[src/rtl/sm_exec_pkg.sv]
package sm_exec_pkg;
  localparam logic [3:0] OPC_REGOP = 4'h6;
  localparam logic [3:0] OPC_SHIFT = 4'h7;
  localparam logic [3:0] OPC_SYS   = 4'hF;

  localparam logic [7:0] SYS_STOP  = 8'h00;
  localparam logic [7:0] SYS_IDLE  = 8'hFF;

  typedef enum logic [3:0] {
    SUB_MOV  = 4'd0,
    SUB_ADD  = 4'd1,
    SUB_AND  = 4'd2,
    SUB_INC1 = 4'd3,
    SUB_INC4 = 4'd4,
    SUB_DEC1 = 4'd5,
    SUB_DEC4 = 4'd6,
    SUB_NOT  = 4'd7
  } regop_sub_e;
endpackage

[src/rtl/sm_regop_unit.sv]
module sm_regop_unit
  import sm_exec_pkg::*;
#(
  parameter int DATA_W = 32
) (
  input  logic [3:0]        sub,
  input  logic [DATA_W-1:0] src_val,
  input  logic [DATA_W-1:0] dst_val,
  output logic [DATA_W-1:0] result,
  output logic              known
);
  localparam logic [DATA_W-1:0] ONE  = DATA_W'(1);
  localparam logic [DATA_W-1:0] FOUR = DATA_W'(4);

  always_comb begin
    known  = 1'b1;
    result = '0;
    case (sub)
      SUB_MOV:  result = src_val;
      SUB_ADD:  result = dst_val + src_val;
      SUB_AND:  result = dst_val & src_val;
      SUB_INC1: result = dst_val + ONE;
      SUB_INC4: result = dst_val + FOUR;
      SUB_DEC1: result = dst_val - ONE;
      SUB_DEC4: result = dst_val - FOUR;
      SUB_NOT:  result = ~dst_val;
      default:  known  = 1'b0;
    endcase
  end
endmodule

[src/rtl/sm_shift_unit.sv]
module sm_shift_unit #(
  parameter int DATA_W = 32,
  parameter int AMT_W  = 8
) (
  input  logic [AMT_W-1:0]  amount,
  input  logic [DATA_W-1:0] value,
  output logic [DATA_W-1:0] result
);
  logic             go_right;
  logic [AMT_W-1:0] mag;

  always_comb begin
    go_right = amount[AMT_W-1];
    mag      = go_right ? (~amount + AMT_W'(1)) : amount;
    if (go_right) begin
      if (int'(mag) >= DATA_W) result = {DATA_W{value[DATA_W-1]}};
      else                     result = DATA_W'($signed(value) >>> mag);
    end else begin
      if (int'(mag) >= DATA_W) result = '0;
      else                     result = value << mag;
    end
  end
endmodule

[src/rtl/sm_halt_ctl.sv]
module sm_halt_ctl (
  input  logic clk,
  input  logic rst_n,
  input  logic stop_req,
  output logic halted_q
);
  logic halted_d;

  always_comb halted_d = halted_q | stop_req;

  always_ff @(posedge clk or negedge rst_n) begin
    if (!rst_n) halted_q <= 1'b0;
    else        halted_q <= halted_d;
  end

  AST_HALT_STICKY: assert property (@(posedge clk) disable iff (!rst_n)
    halted_q |=> halted_q);
endmodule

[src/rtl/sm_exec_unit.sv]
module sm_exec_unit
  import sm_exec_pkg::*;
#(
  parameter int DATA_W = 32,
  parameter int IDX_W  = 3,
  parameter int IMM_W  = 8
) (
  input  logic              clk,
  input  logic              rst_n,
  input  logic              exec_en,
  input  logic [3:0]        opcode,
  input  logic [3:0]        fld_a,
  input  logic [3:0]        fld_b,
  input  logic [3:0]        fld_c,
  input  logic [IMM_W-1:0]  imm,
  input  logic [DATA_W-1:0] rs_val,
  input  logic [DATA_W-1:0] rd_val,
  output logic              wb_en,
  output logic [IDX_W-1:0]  wb_idx,
  output logic [DATA_W-1:0] wb_data,
  output logic              halted
);
  logic [DATA_W-1:0] reg_res, shf_res, data_d, data_q;
  logic              reg_known, we_d, we_q, stop_d, issue;
  logic [IDX_W-1:0]  idx_d, idx_q;

  sm_regop_unit #(.DATA_W(DATA_W)) u_regop (
    .sub(fld_a), .src_val(rs_val), .dst_val(rd_val),
    .result(reg_res), .known(reg_known)
  );

  sm_shift_unit #(.DATA_W(DATA_W), .AMT_W(IMM_W)) u_shift (
    .amount(imm), .value(rd_val), .result(shf_res)
  );

  assign issue = exec_en & ~halted;

  sm_halt_ctl u_halt (
    .clk(clk), .rst_n(rst_n), .stop_req(issue & stop_d), .halted_q(halted)
  );

  always_comb begin
    we_d   = 1'b0;
    stop_d = 1'b0;
    idx_d  = fld_c[IDX_W-1:0];
    data_d = reg_res;
    case (opcode)
      OPC_REGOP: we_d = reg_known;
      OPC_SHIFT: begin
        we_d   = 1'b1;
        idx_d  = fld_a[IDX_W-1:0];
        data_d = shf_res;
      end
      OPC_SYS:   stop_d = (imm == SYS_STOP);
      default:   we_d = 1'b0;
    endcase
  end

  always_ff @(posedge clk or negedge rst_n) begin
    if (!rst_n) begin
      we_q   <= 1'b0;
      idx_q  <= '0;
      data_q <= '0;
    end else begin
      we_q <= issue & we_d;
      if (issue & we_d) begin
        idx_q  <= idx_d;
        data_q <= data_d;
      end
    end
  end

  assign wb_en   = we_q;
  assign wb_idx  = idx_q;
  assign wb_data = data_q;

  AST_NO_WRITE_HALTED: assert property (@(posedge clk) disable iff (!rst_n)
    halted |=> !wb_en);
  AST_IDLE_NO_WRITE: assert property (@(posedge clk) disable iff (!rst_n)
    !exec_en |=> !wb_en);
  AST_UNUSED_SUB: assert property (@(posedge clk) disable iff (!rst_n)
    (exec_en && opcode == OPC_REGOP && fld_a[3]) |=> !wb_en);
  AST_STOP_SETS: assert property (@(posedge clk) disable iff (!rst_n)
    (exec_en && opcode == OPC_SYS && imm == SYS_STOP) |=> (halted && !wb_en));
  AST_IDLE_CODE: assert property (@(posedge clk) disable iff (!rst_n)
    (exec_en && opcode == OPC_SYS && imm == SYS_IDLE && !halted) |=> (!halted && !wb_en));
  AST_INC4: assert property (@(posedge clk) disable iff (!rst_n)
    (issue && opcode == OPC_REGOP && fld_a == 4'd4)
      |=> (wb_en && wb_data == $past(rd_val) + DATA_W'(4)));
endmodule

[config.mk]
export PLATFORM = sky130hd
export DESIGN_NAME = sm_exec_unit
export DESIGN_NICKNAME = d
export VERILOG_FILES = /design/src/rtl/sm_exec_pkg.sv /design/src/rtl/sm_regop_unit.sv /design/src/rtl/sm_shift_unit.sv /design/src/rtl/sm_halt_ctl.sv /design/src/rtl/sm_exec_unit.sv
export SDC_FILE = /design/constraint.sdc
export NUM_CORES = 1
export LEC_CHECK = 0
export ABC_CLOCK_PERIOD_IN_PS = 1750
export BUFFER_PORTS_ARGS = -buffer_cell sky130_fd_sc_hd__buf_2
export CELL_PAD_IN_SITES_DETAIL_PLACEMENT = 1
export CELL_PAD_IN_SITES_GLOBAL_PLACEMENT = 2
export CORE_UTILIZATION = 32
export CTS_BUF_LIST = sky130_fd_sc_hd__clkbuf_4 sky130_fd_sc_hd__clkbuf_8
export DETAILED_ROUTE_END_ITERATION = 12
export GPL_TIMING_DRIVEN = 1
export PLACE_DENSITY_LB_ADDON = 0.1
export SLEW_MARGIN = 30
export SYNTH_ARGS = -nofsm -noshare
export SYNTH_HDL_FRONTEND = slang
export SYNTH_SLANG_ARGS = --single-unit
[constraint.sdc]
create_clock -name clk -period 1.75 [get_ports clk]
set_input_delay 0.0875 -clock clk [delete_from_list [all_inputs] [get_ports clk]]
set_output_delay 0.0875 -clock clk [all_outputs]
set_load 0.03 [all_outputs]
# Word-level counts from Yosys, hierarchy flattened
# Index checks and enable logic that the tools add are counted.
totals:
  register_bits: 37
  output_inout_bits: 37
  elab_cells: 44
op_classes:
  n_addsub: 6
  magnitude_cmp: 1
  n_eq_ne: 10
  shifts: 2
  mux: 10
  n_bitwise: 8
  n_reduce_logical: 3
op_table:
  columns: ["op", "count"]
  rows:
  - ["$pmux 32 s8", 1]
  - ["$mux 32", 4]
  - ["$add 32x1->32 const B", 1]
  - ["$add 32x3->32 const B", 1]
  - ["$add 32x32->32", 1]
  - ["$and 32x32->32", 1]
  - ["$not 32->32", 1]
  - ["$shl 32x8->32", 1]
  - ["$sshr 32x8->32", 1]
  - ["$sub 32x1->32 const B", 1]
  - ["$sub 32x3->32 const B", 1]
  - ["$eq 4x3->1 const B", 6]
  - ["$add 8x1->8 const B", 1]
  - ["$eq 4x2->1 const B", 2]
  - ["$ge 8x6->1 const B", 1]
  - ["$logic_not 8->1", 1]
  - ["$mux 8", 1]
  - ["$not 8->8", 1]
  - ["$reduce_or 8->1", 1]
  - ["$eq 4x1->1 const B", 1]
  - ["$eq 4x4->1 const B", 1]
  - ["$logic_not 4->1", 1]
  - ["$and 1x1->1", 3]
  - ["$mux 3", 1]
  - ["4 further kinds", 5]

# Longest topological paths before layout
# Gate-level depths: netlist of the first run.
logic_depth:
  ltp_word: 7
  ltp_mapped: 19
  ltp_nobuf: 19

# By module
# Synthesis of the first run repeated with hierarchy kept, for this count alone.
hier_totals:
  hier_cells: 1345
  hier_area_um2: 10612.7
by_module_without_submodules:
  columns: ["mod", "instances", "cells_per_inst", "area_each_um2", "seq_area_each_um2"]
  rows:
  - ["sm_regop_unit", 1, 703, 4697.0, 0.0]
  - ["sm_shift_unit", 1, 519, 4037.6, 0.0]
  - ["sm_exec_unit", 1, 121, 1846.8, 900.9]
  - ["sm_halt_ctl", 1, 2, 31.3, 25.0]

# Worst setup path after synthesis of the first run
# No wires, ideal clock.
synth_path:
  path_type: "in2reg"
  start: "input port fld_a[3]"
  end: "register data_q[27], in the netlist wb_data[27]"
  setup_time_ps: 143
  arrival_ps: 4210
  required_time_ps: 1607
  path_slack_ps: -2603
  path_stages: 16
  n_path_buf: 3
  cell_sequence: "clkbuf_1 > nor2b_1 > nor2b_1 > clkbuf_1 > clkbuf_1 > and2_1 > ha_1 > a211oi_1 > o21ai_0 > a31oi_1 > o21ai_0 > a2111oi_0 > nor3_1 > xor2_1 > a221oi_1 > o221ai_1"
synth_via:
  elab_chain_len: 5
  word_cells_on_any_way: 14
synth_lines:
  columns: ["item", "line_no", "text"]
  rows:
  - ["from (decl)", "sm_exec_unit.sv:12", "input logic [3:0] fld_a,"]
  - ["$eq 4x1->1 (tied with other cells)", "sm_regop_unit.sv:18", "case (sub)"]
  - ["$reduce_or 8->1 (no source line)", null, null]
  - ["$mux 1", "sm_regop_unit.sv:18", null]
  - ["$pmux 1 s2", "sm_exec_unit.sv:47", "case (opcode)"]
  - ["$and 1x1->1", "sm_exec_unit.sv:66", "if (issue & we_d) begin"]
  - ["to (signal assigned)", "sm_exec_unit.sv:68", "data_q <= data_d;"]
  - ["to (decl)", "sm_exec_unit.sv:23", "logic [DATA_W-1:0] reg_res, shf_res, data_d, data_q;"]
# Several ways; a longest one is shown, not always the timed one.
# A chain may end at the register's enable or synchronous reset.

# Worst setup path in the final report of the first run
layout_path:
  start: "input port rs_val[8]"
  end: "register data_q[28], in the netlist wb_data[28]"
layout_via:
  elab_chain_len: 3
layout_lines:
  columns: ["item", "line_no", "text"]
  rows:
  - ["from (decl)", "sm_exec_unit.sv:16", "input logic [DATA_W-1:0] rs_val,"]
  - ["$add 32x32->32", "sm_regop_unit.sv:20", "SUB_ADD: result = dst_val + src_val;"]
  - ["$pmux 32 s8", "sm_regop_unit.sv:18", null]
  - ["$mux 32", "sm_exec_unit.sv:47", null]
# No other way between the ends.

==> metrics, run 1 <==
outcome=complete, but fails checks; failing checks=negative setup slack; endpoints failing setup=32; Total GRT Usage=0.400; largest area contributor in the netlist=mux4_2; synthesized area=10700 um2; violation count after the first detailed-route iteration=1476; largest net degree at the start of global routing=38; Setup crit start kind=input pin; CTS Sinks=37; PnR worst setup slack=-1.95 ns; Overflow after GRT=0; r2r setup slk=-0.32 ns; Num CTS Buffers=5; Power Total=9680 uW; Hold Path Class=input pin to register; busiest grt layer=met2; skew final=0.00601 ns; Post-synth EDFFs=0; CTS tree=yes; max-cap violations=0; met1 Usage GRT=0.528; hold path depth=3; Starting Density=0.327; clock root cell=clkbuf_8; met3 Resource Use GR=0.0607; Reg2Reg Depth=8; Syn Inst Count=1498; grt met2 use=0.668; unrepaired setup endpoints after global routing=yes; Worst setup EP type=register; TNS Setup=-47.34 ns; DR vias/cell=6.09; Total Routed Length=71400 um; origin of the critical flop-to-flop path=u_halt.halted_q; Min-Delay Startpoint=fld_c[0]; FF+latch count, synth=37; # rows=66; P&R area growth vs syn=75.9%; Post-Layout Cell Count=2628; first-pass GRT wire length=102000 um; Pins Over Slew Limit=0; DP HPWL=56100 um; Async S/R FF share, synth=1.00; Antenna Nets Post-Route=0; DR WL/cell=27.2 um; die height=185 um; type of the worst setup path=input pin to register; Top Ports=128; post-synth top area share=0.0969; final core occ=0.575; Fmax=270 MHz; core area=32700 um2; Hold Crit Endpoint=wb_idx[0]; worst vdd ir=0.369 mV; Cells after DPL=2565; Synth Flop Type=dfrtp_1; Ant. Diodes=0; Worst R2R End=wb_data[21]; Die X=185 um; Placer Congestion=1.01; Syn Nets=1652; drt first pass iters=5; PortBufs=122; Reg clk slew, reported paths=0.09 ns; worst slack, placed=-2.51 ns; Power per Cell Area=515 nW/um2; fill count=4020; top cells by area, synth=mux4_2 (9.7%), dfrtp_1 (8.7%), ha_1 (7.1%); deepest clock path buffer count=2; worst-skew pair later-pin latency=0.30 ns; Nets=2339; Critical Path Fanout Max=4; Rel. slew slack=0.570; antenna violations before repair=2; Lkg Pwr=0.00833 uW; sequential area share after synthesis=0.0866; Die Area=34100 um2; fin crit period=3.70 ns; synth unique cells=83; vias in the first global route=16300; worst endpoint required time=1.97 ns; Vias=16000; Tcrit/Tclk final=2.11; synth cell count leaders=a21oi_1 (148), nand2_1 (148), nor2_1 (137); final hold vios=0; Post-Syn Area per Cell=7.14 um2; DRC=0; slew at the pin with the worst max-slew slack=0.639 ns; Syn. warnings=0; H-tree level count=2; crit path DAT=3.91 ns; layout cells sized above 1=0.515
how the worst max path moves through the flow:
stage,startpoint,end,slack (ns)
4_1_cts,rs_val[8],wb_data[31],-1.84
6_report,rs_val[8],wb_data[28],-1.95
3_3_place_gp,rs_val[5],wb_data[31],-2.38
5_1_grt,rs_val[8],wb_data[28],-2.09
3_5_place_dp,rs_val[5],wb_data[25],-2.51
2_1_floorplan,rs_val[5],wb_data[31],-1.94
layout by cell type, fill, tap and decap left out, types with 30 or more instances in the layout:
master and count:
nand2_1 128, mux2i_1 59, o22ai_1 33, mux4_2 46, dfrtp_1 37, buf_6 41
a21o_1 32, nand3_1 32, a21oi_1 107, buf_4 617, o21ai_0 70, xnor2_1 46
buf_2 112, nor2_1 123, ha_1 44, nor3_1 30, inv_1 37, o21ai_1 43
a21oi_2 31
repair_timing:
item                                    CTS  global route
endpoints found under the hold margin    37             0
endpoints found under the setup margin   35            35
gates cloned                              3             0
setup buffers                            41            16
pin swaps                               109            75
resized for setup                       218           128
hold buffers                              1             0
registers in the layout, indices dropped and copies added (netlist names):
register,flops
u_halt.halted_q,1
wb_data,32
wb_en,1
wb_idx,3
cell families after synthesis:
kind of cell               synth area share
adders and majority gates            0.0751
muxes                                 0.161
AOI/OAI and AO/OA                     0.341
buffers and inverters                0.0589
DFF                                  0.0866
xor gates and xnor gates             0.0647
and+or+nand+nor                       0.213
stage by stage:
stage / hold slack [ns] / instance area [um2]
after floorplan: -0.208 / 11300
after global placement: 0.175 / 16600
after detailed placement: 0.175 / 16600
after CTS: 0.0490 / 18100
after global routing: 0.0562 / 18800
final: 0.0505 / 18800
critical path, cell delays in order:
cell      delay [ns]
buf_6           0.09
or4_4           0.56
nor3_4          0.19
nand2_2         0.11
buf_4           0.15
xnor2_1         0.11
o21ai_0         0.12
ha_1            0.40
buf_4           0.14
nand3_1         0.20
a211oi_4        0.37
buf_4           0.22
o21ai_4         0.08
o21ai_4         0.25
a21boi_1        0.13
or4_1           0.40
and3_1          0.16
o211ai_1        0.14
metal layers:
layer	vias up	share of wire
met1	7906	0.41
met5	-	0.00029
li1	7121	-
met3	207	0.078
met4	4	0.046
met2	764	0.46
final cells by class:
class                   count  area [um2]  share of cell area
multi-input cells        1307       11000               0.583
repair buffers            792        6060               0.322
inverters                  42         173             0.00918
clock inverters             3        68.8             0.00366
well taps                 442         553              0.0294
flip-flops and latches     37         926              0.0492
clock buffers               5        68.8             0.00366
report_power, final:
part	leakage (uW)	switching, uW	internal, uW
combinational	0.00780	4220	3330
clock	0.0000687	365	575
sequential	0.000460	164	1030
total	0.00833	4750	4930
Note: power is estimated with default switching activity, not from simulation.
==> inputs of run 2 (changes only) <==
--- a/config.mk
+++ b/config.mk
@@ -5,11 +5,11 @@
 export SDC_FILE = /design/constraint.sdc
 export NUM_CORES = 1
 export LEC_CHECK = 0
-export ABC_CLOCK_PERIOD_IN_PS = 1750
+export ABC_AREA = 1
 export BUFFER_PORTS_ARGS = -buffer_cell sky130_fd_sc_hd__buf_2
 export CELL_PAD_IN_SITES_DETAIL_PLACEMENT = 1
 export CELL_PAD_IN_SITES_GLOBAL_PLACEMENT = 2
-export CORE_UTILIZATION = 32
+export CORE_UTILIZATION = 28
 export CTS_BUF_LIST = sky130_fd_sc_hd__clkbuf_4 sky130_fd_sc_hd__clkbuf_8
 export DETAILED_ROUTE_END_ITERATION = 12
 export GPL_TIMING_DRIVEN = 1
==> run 2 against run 1 <==
Against the previous run: the run still ends with negative setup slack left; sequential cell count did not move; critical path depth rose by 12; clock power fell by 32%; clock-buffer cell count rose by 1; worst setup slack improved by 0.16 ns.
==> metrics, run 2 <==
outcome=complete, but fails checks (unchanged); failing checks=negative setup slack (unchanged); CTS tree=yes (unchanged); Lkg Pwr=0.00944 uW (was 0.00833 uW); die height=199 um (was 185 um); FF+latch count, synth=37 (unchanged); crit path DAT=3.74 ns (was 3.91 ns); largest net degree at the start of global routing=37 (was 38); Die X=199 um (was 185 um); DP Area=16700 um2 (was 16600 um2); Pins Over Slew Limit=0 (unchanged); Syn Inst Count=2018 (was 1498); Synth Area in XOR/XNOR=0.0274 (was 0.0647); post-synth top area share=0.213 (was 0.0969); antenna violations before repair=0 (was 2); switch share=0.516 (was 0.490); Async S/R FF share, synth=1.00 (unchanged); Antenna Nets Post-Route=0 (unchanged); Worst R2R End=wb_data[12] (was wb_data[21]); Critical Path Fanout Max=3 (was 4); commonest non-fill, non-tap cell in the layout=buf_4 (unchanged); Reg clk slew, reported paths=0.08 ns (was 0.09 ns); synthesized area=10900 um2 (was 10700 um2); Worst setup EP type=register (unchanged); most frequent cell after synthesis=nand2_1; fin crit period=3.54 ns (was 3.70 ns); Num CTS Buffers=5 (unchanged); H-tree level count=2 (unchanged); Critical Path Start=rs_val[0] (was rs_val[8]); Syn Nets=2172 (was 1652); Starting Density=0.286 (was 0.327); type of the worst setup path=input pin to register (unchanged); sequential area share after synthesis=0.0853 (was 0.0866); sequential power share=0.105 (was 0.123); Simple-Gate Fraction of Synth Area=0.494 (was 0.213); final hold vios=0 (unchanged); Nets=2809 (was 2339); Post-synth EDFFs=0 (unchanged); Int Pwr=3930 uW (was 4930 uW); Vias=17200 (was 16000); Synth Area in Adders=0.0740 (was 0.0751); Ant. Diodes=0 (unchanged); main combinational cell family by area after synthesis=simple AND/OR/NAND/NOR gates (was compound AO/OA/AOI/OAI gates); Fmax=282 MHz (was 270 MHz); deepest clock path buffer count=2 (unchanged); fill count=5074 (was 4020); P&R area growth vs syn=74.3% (was 75.9%); register area=926 um2 (unchanged); Post-Syn Area per Cell=5.38 um2 (was 7.14 um2); top cells by area, synth=nand2_1 (21%), nand3_1 (15%), dfrtp_1 (8.5%) (was mux4_2 (9.7%), dfrtp_1 (8.7%), ha_1 (7.1%)); Power per Cell Area=429 nW/um2 (was 515 nW/um2); Slowest-stage cell, CP=ha_1 (was or4_4); layout cells sized above 1=0.439 (was 0.515); first-pass GRT wire length=105000 um (was 102000 um); Syn. warnings=0 (unchanged); clock power share=0.078 (was 0.097); skew final=0.00791 ns (was 0.00601 ns); synth unique cells=54 (was 83); worst endpoint required time=1.95 ns (was 1.97 ns); CTS Sinks=37 (unchanged); unrepaired setup endpoints after global routing=yes (unchanged); DR WL/cell=22.7 um (was 27.2 um); most frequent cells in the layout=buf_4 (545), nand2_1 (531), nand3_1 (251) (was buf_4 (617), nand2_1 (128), nor2_1 (123)); # rows=71 (was 66); drt first pass iters=5 (unchanged); TNS Setup=-42.49 ns (was -47.34 ns); core area=37900 um2 (was 32700 um2); synth cell count leaders=nand2_1 (615), nand3_1 (331), a21oi_1 (160) (was a21oi_1 (148), nand2_1 (148), nor2_1 (137)); mux contribution to synthesized area=0 (was 0.161); Total GRT Usage=0.355 (was 0.400); violation count after the first detailed-route iteration=1330 (was 1476); Top Ports=128 (unchanged); Psw=4190 uW (was 4750 uW); worst-skew pair later-pin latency=0.30 ns (about the same); slowest stage delay, CP=0.33 ns (was 0.56 ns); Overflow after GRT=0 (unchanged); design area=18900 um2 (was 18800 um2); endpoints failing setup=33 (was 32); DR vias/cell=5.42 (was 6.09); max-cap violations=0 (unchanged); clock root cell=clkbuf_8 (unchanged); Reg2Reg Depth=8 (unchanged); Synth Area in Compound Gates=0.225 (was 0.341); slew at the pin with the worst max-slew slack=0.537 ns (was 0.639 ns); Largest register FFs=32 (unchanged); footprint of the multi-input gates=11000 um2 (about the same); Placer Congestion=0.998 (was 1.01); critical path endpoint=wb_data[29] (was wb_data[28]); Total Routed Length=71800 um (was 71400 um); r2r setup slk=-0.10 ns (was -0.32 ns); Rel. slew slack=0.642 (was 0.570); Min-Delay Startpoint=opcode[2] (was fld_c[0]); worst vdd ir=0.326 mV (was 0.369 mV); Hold Path Class=input pin to register (unchanged); origin of the critical flop-to-flop path=u_halt.halted_q (unchanged); Synth Flop Type=dfrtp_1 (unchanged); Setup crit start kind=input pin (unchanged); Comb pwr share=0.816 (was 0.780); PortBufs=122 (unchanged); Tcrit/Tclk final=2.02 (was 2.11); PnR worst setup slack=-1.79 ns (was -1.95 ns); DP HPWL=59100 um (was 56100 um); largest area contributor in the netlist=nand2_1 (was mux4_2); DRC=0 (unchanged); vias in the first global route=17200 (was 16300); Die Area=39500 um2 (was 34100 um2); worst slack, placed=-2.17 ns (was -2.51 ns)
[run 2: worst max-delay path, delay by kind of cell]
family	cells	cell delay, ns
AO/OA/AOI/OAI	3	0.53
adder cells (fa/ha/maj)	2	0.47
buffers and inverters	3	0.23
AND/OR/NAND/NOR	22	2.39
[run 2: area by class of cell]
class	instances	area share
Tap cell	511	0.0338
Clock buffer	6	0.00437
Inverter	156	0.0343
Timing Repair Buffer	721	0.298
Sequential cell	37	0.0490
Clock inverter	1	0.000397
Multi-Input combinational cell	1734	0.580
[run 2: cells by family (layout without fill, tap and decap cells)]
group,count (synthesis),in the layout
compound gates,430,430
xor+xnor,31,31
fa+ha+maj,63,63
buf+inv,247,884
flops,37,37
simple gates,1210,1210
[run 2: how the worst min path moves through the flow]
stage | slack, ns | to | cells after the start
floorplan | -0.21 | u_halt.halted_q | 0
global placement | -0.11 | u_halt.halted_q | 1
detailed placement | -0.11 | u_halt.halted_q | 1
CTS | 0.09 | u_halt.halted_q | 3
global route | 0.09 | u_halt.halted_q | 2
finish | 0.09 | u_halt.halted_q | 3
[run 2: stage by stage]
stage	std cells	utilization	total power (uW)	hold WS, ns
5_1_grt	3166	0.498	8580	0.0880
3_3_place_gp	3099	0.440	6360	-0.112
2_1_floorplan	2018	-	3680	-0.208
4_1_cts	3150	0.481	7710	0.0923
6_report	3166	0.498	8120	0.0944
3_5_place_dp	3099	0.440	6450	-0.111
[run 2: timing repair]
item,CTS,global route
hold endpoints to repair,37,0
gates cloned,3,0
endpoints found under the setup margin,33,36
buffers inserted,41,17
hold buffers,1,0
pin swaps,99,46
resized for setup,269,141
[run 2: layer usage]
metal | routed length, um | global-route usage
met4 | 1380 | 0.0607
met1 | 34800 | 0.524
met3 | 4440 | 0.0326
met2 | 31300 | 0.557
met5 | 0 | 0
[run 2: power by group through the flow]
stage | Clock (uW) | Sequential (uW) | Combinational, uW
4_1_cts | 647 | 854 | 6210
3_3_place_gp | 0 | 871 | 5490
2_1_floorplan | 0 | 871 | 2800
5_1_grt | 683 | 854 | 7040
6_report | 636 | 854 | 6630
3_5_place_dp | 0 | 871 | 5580
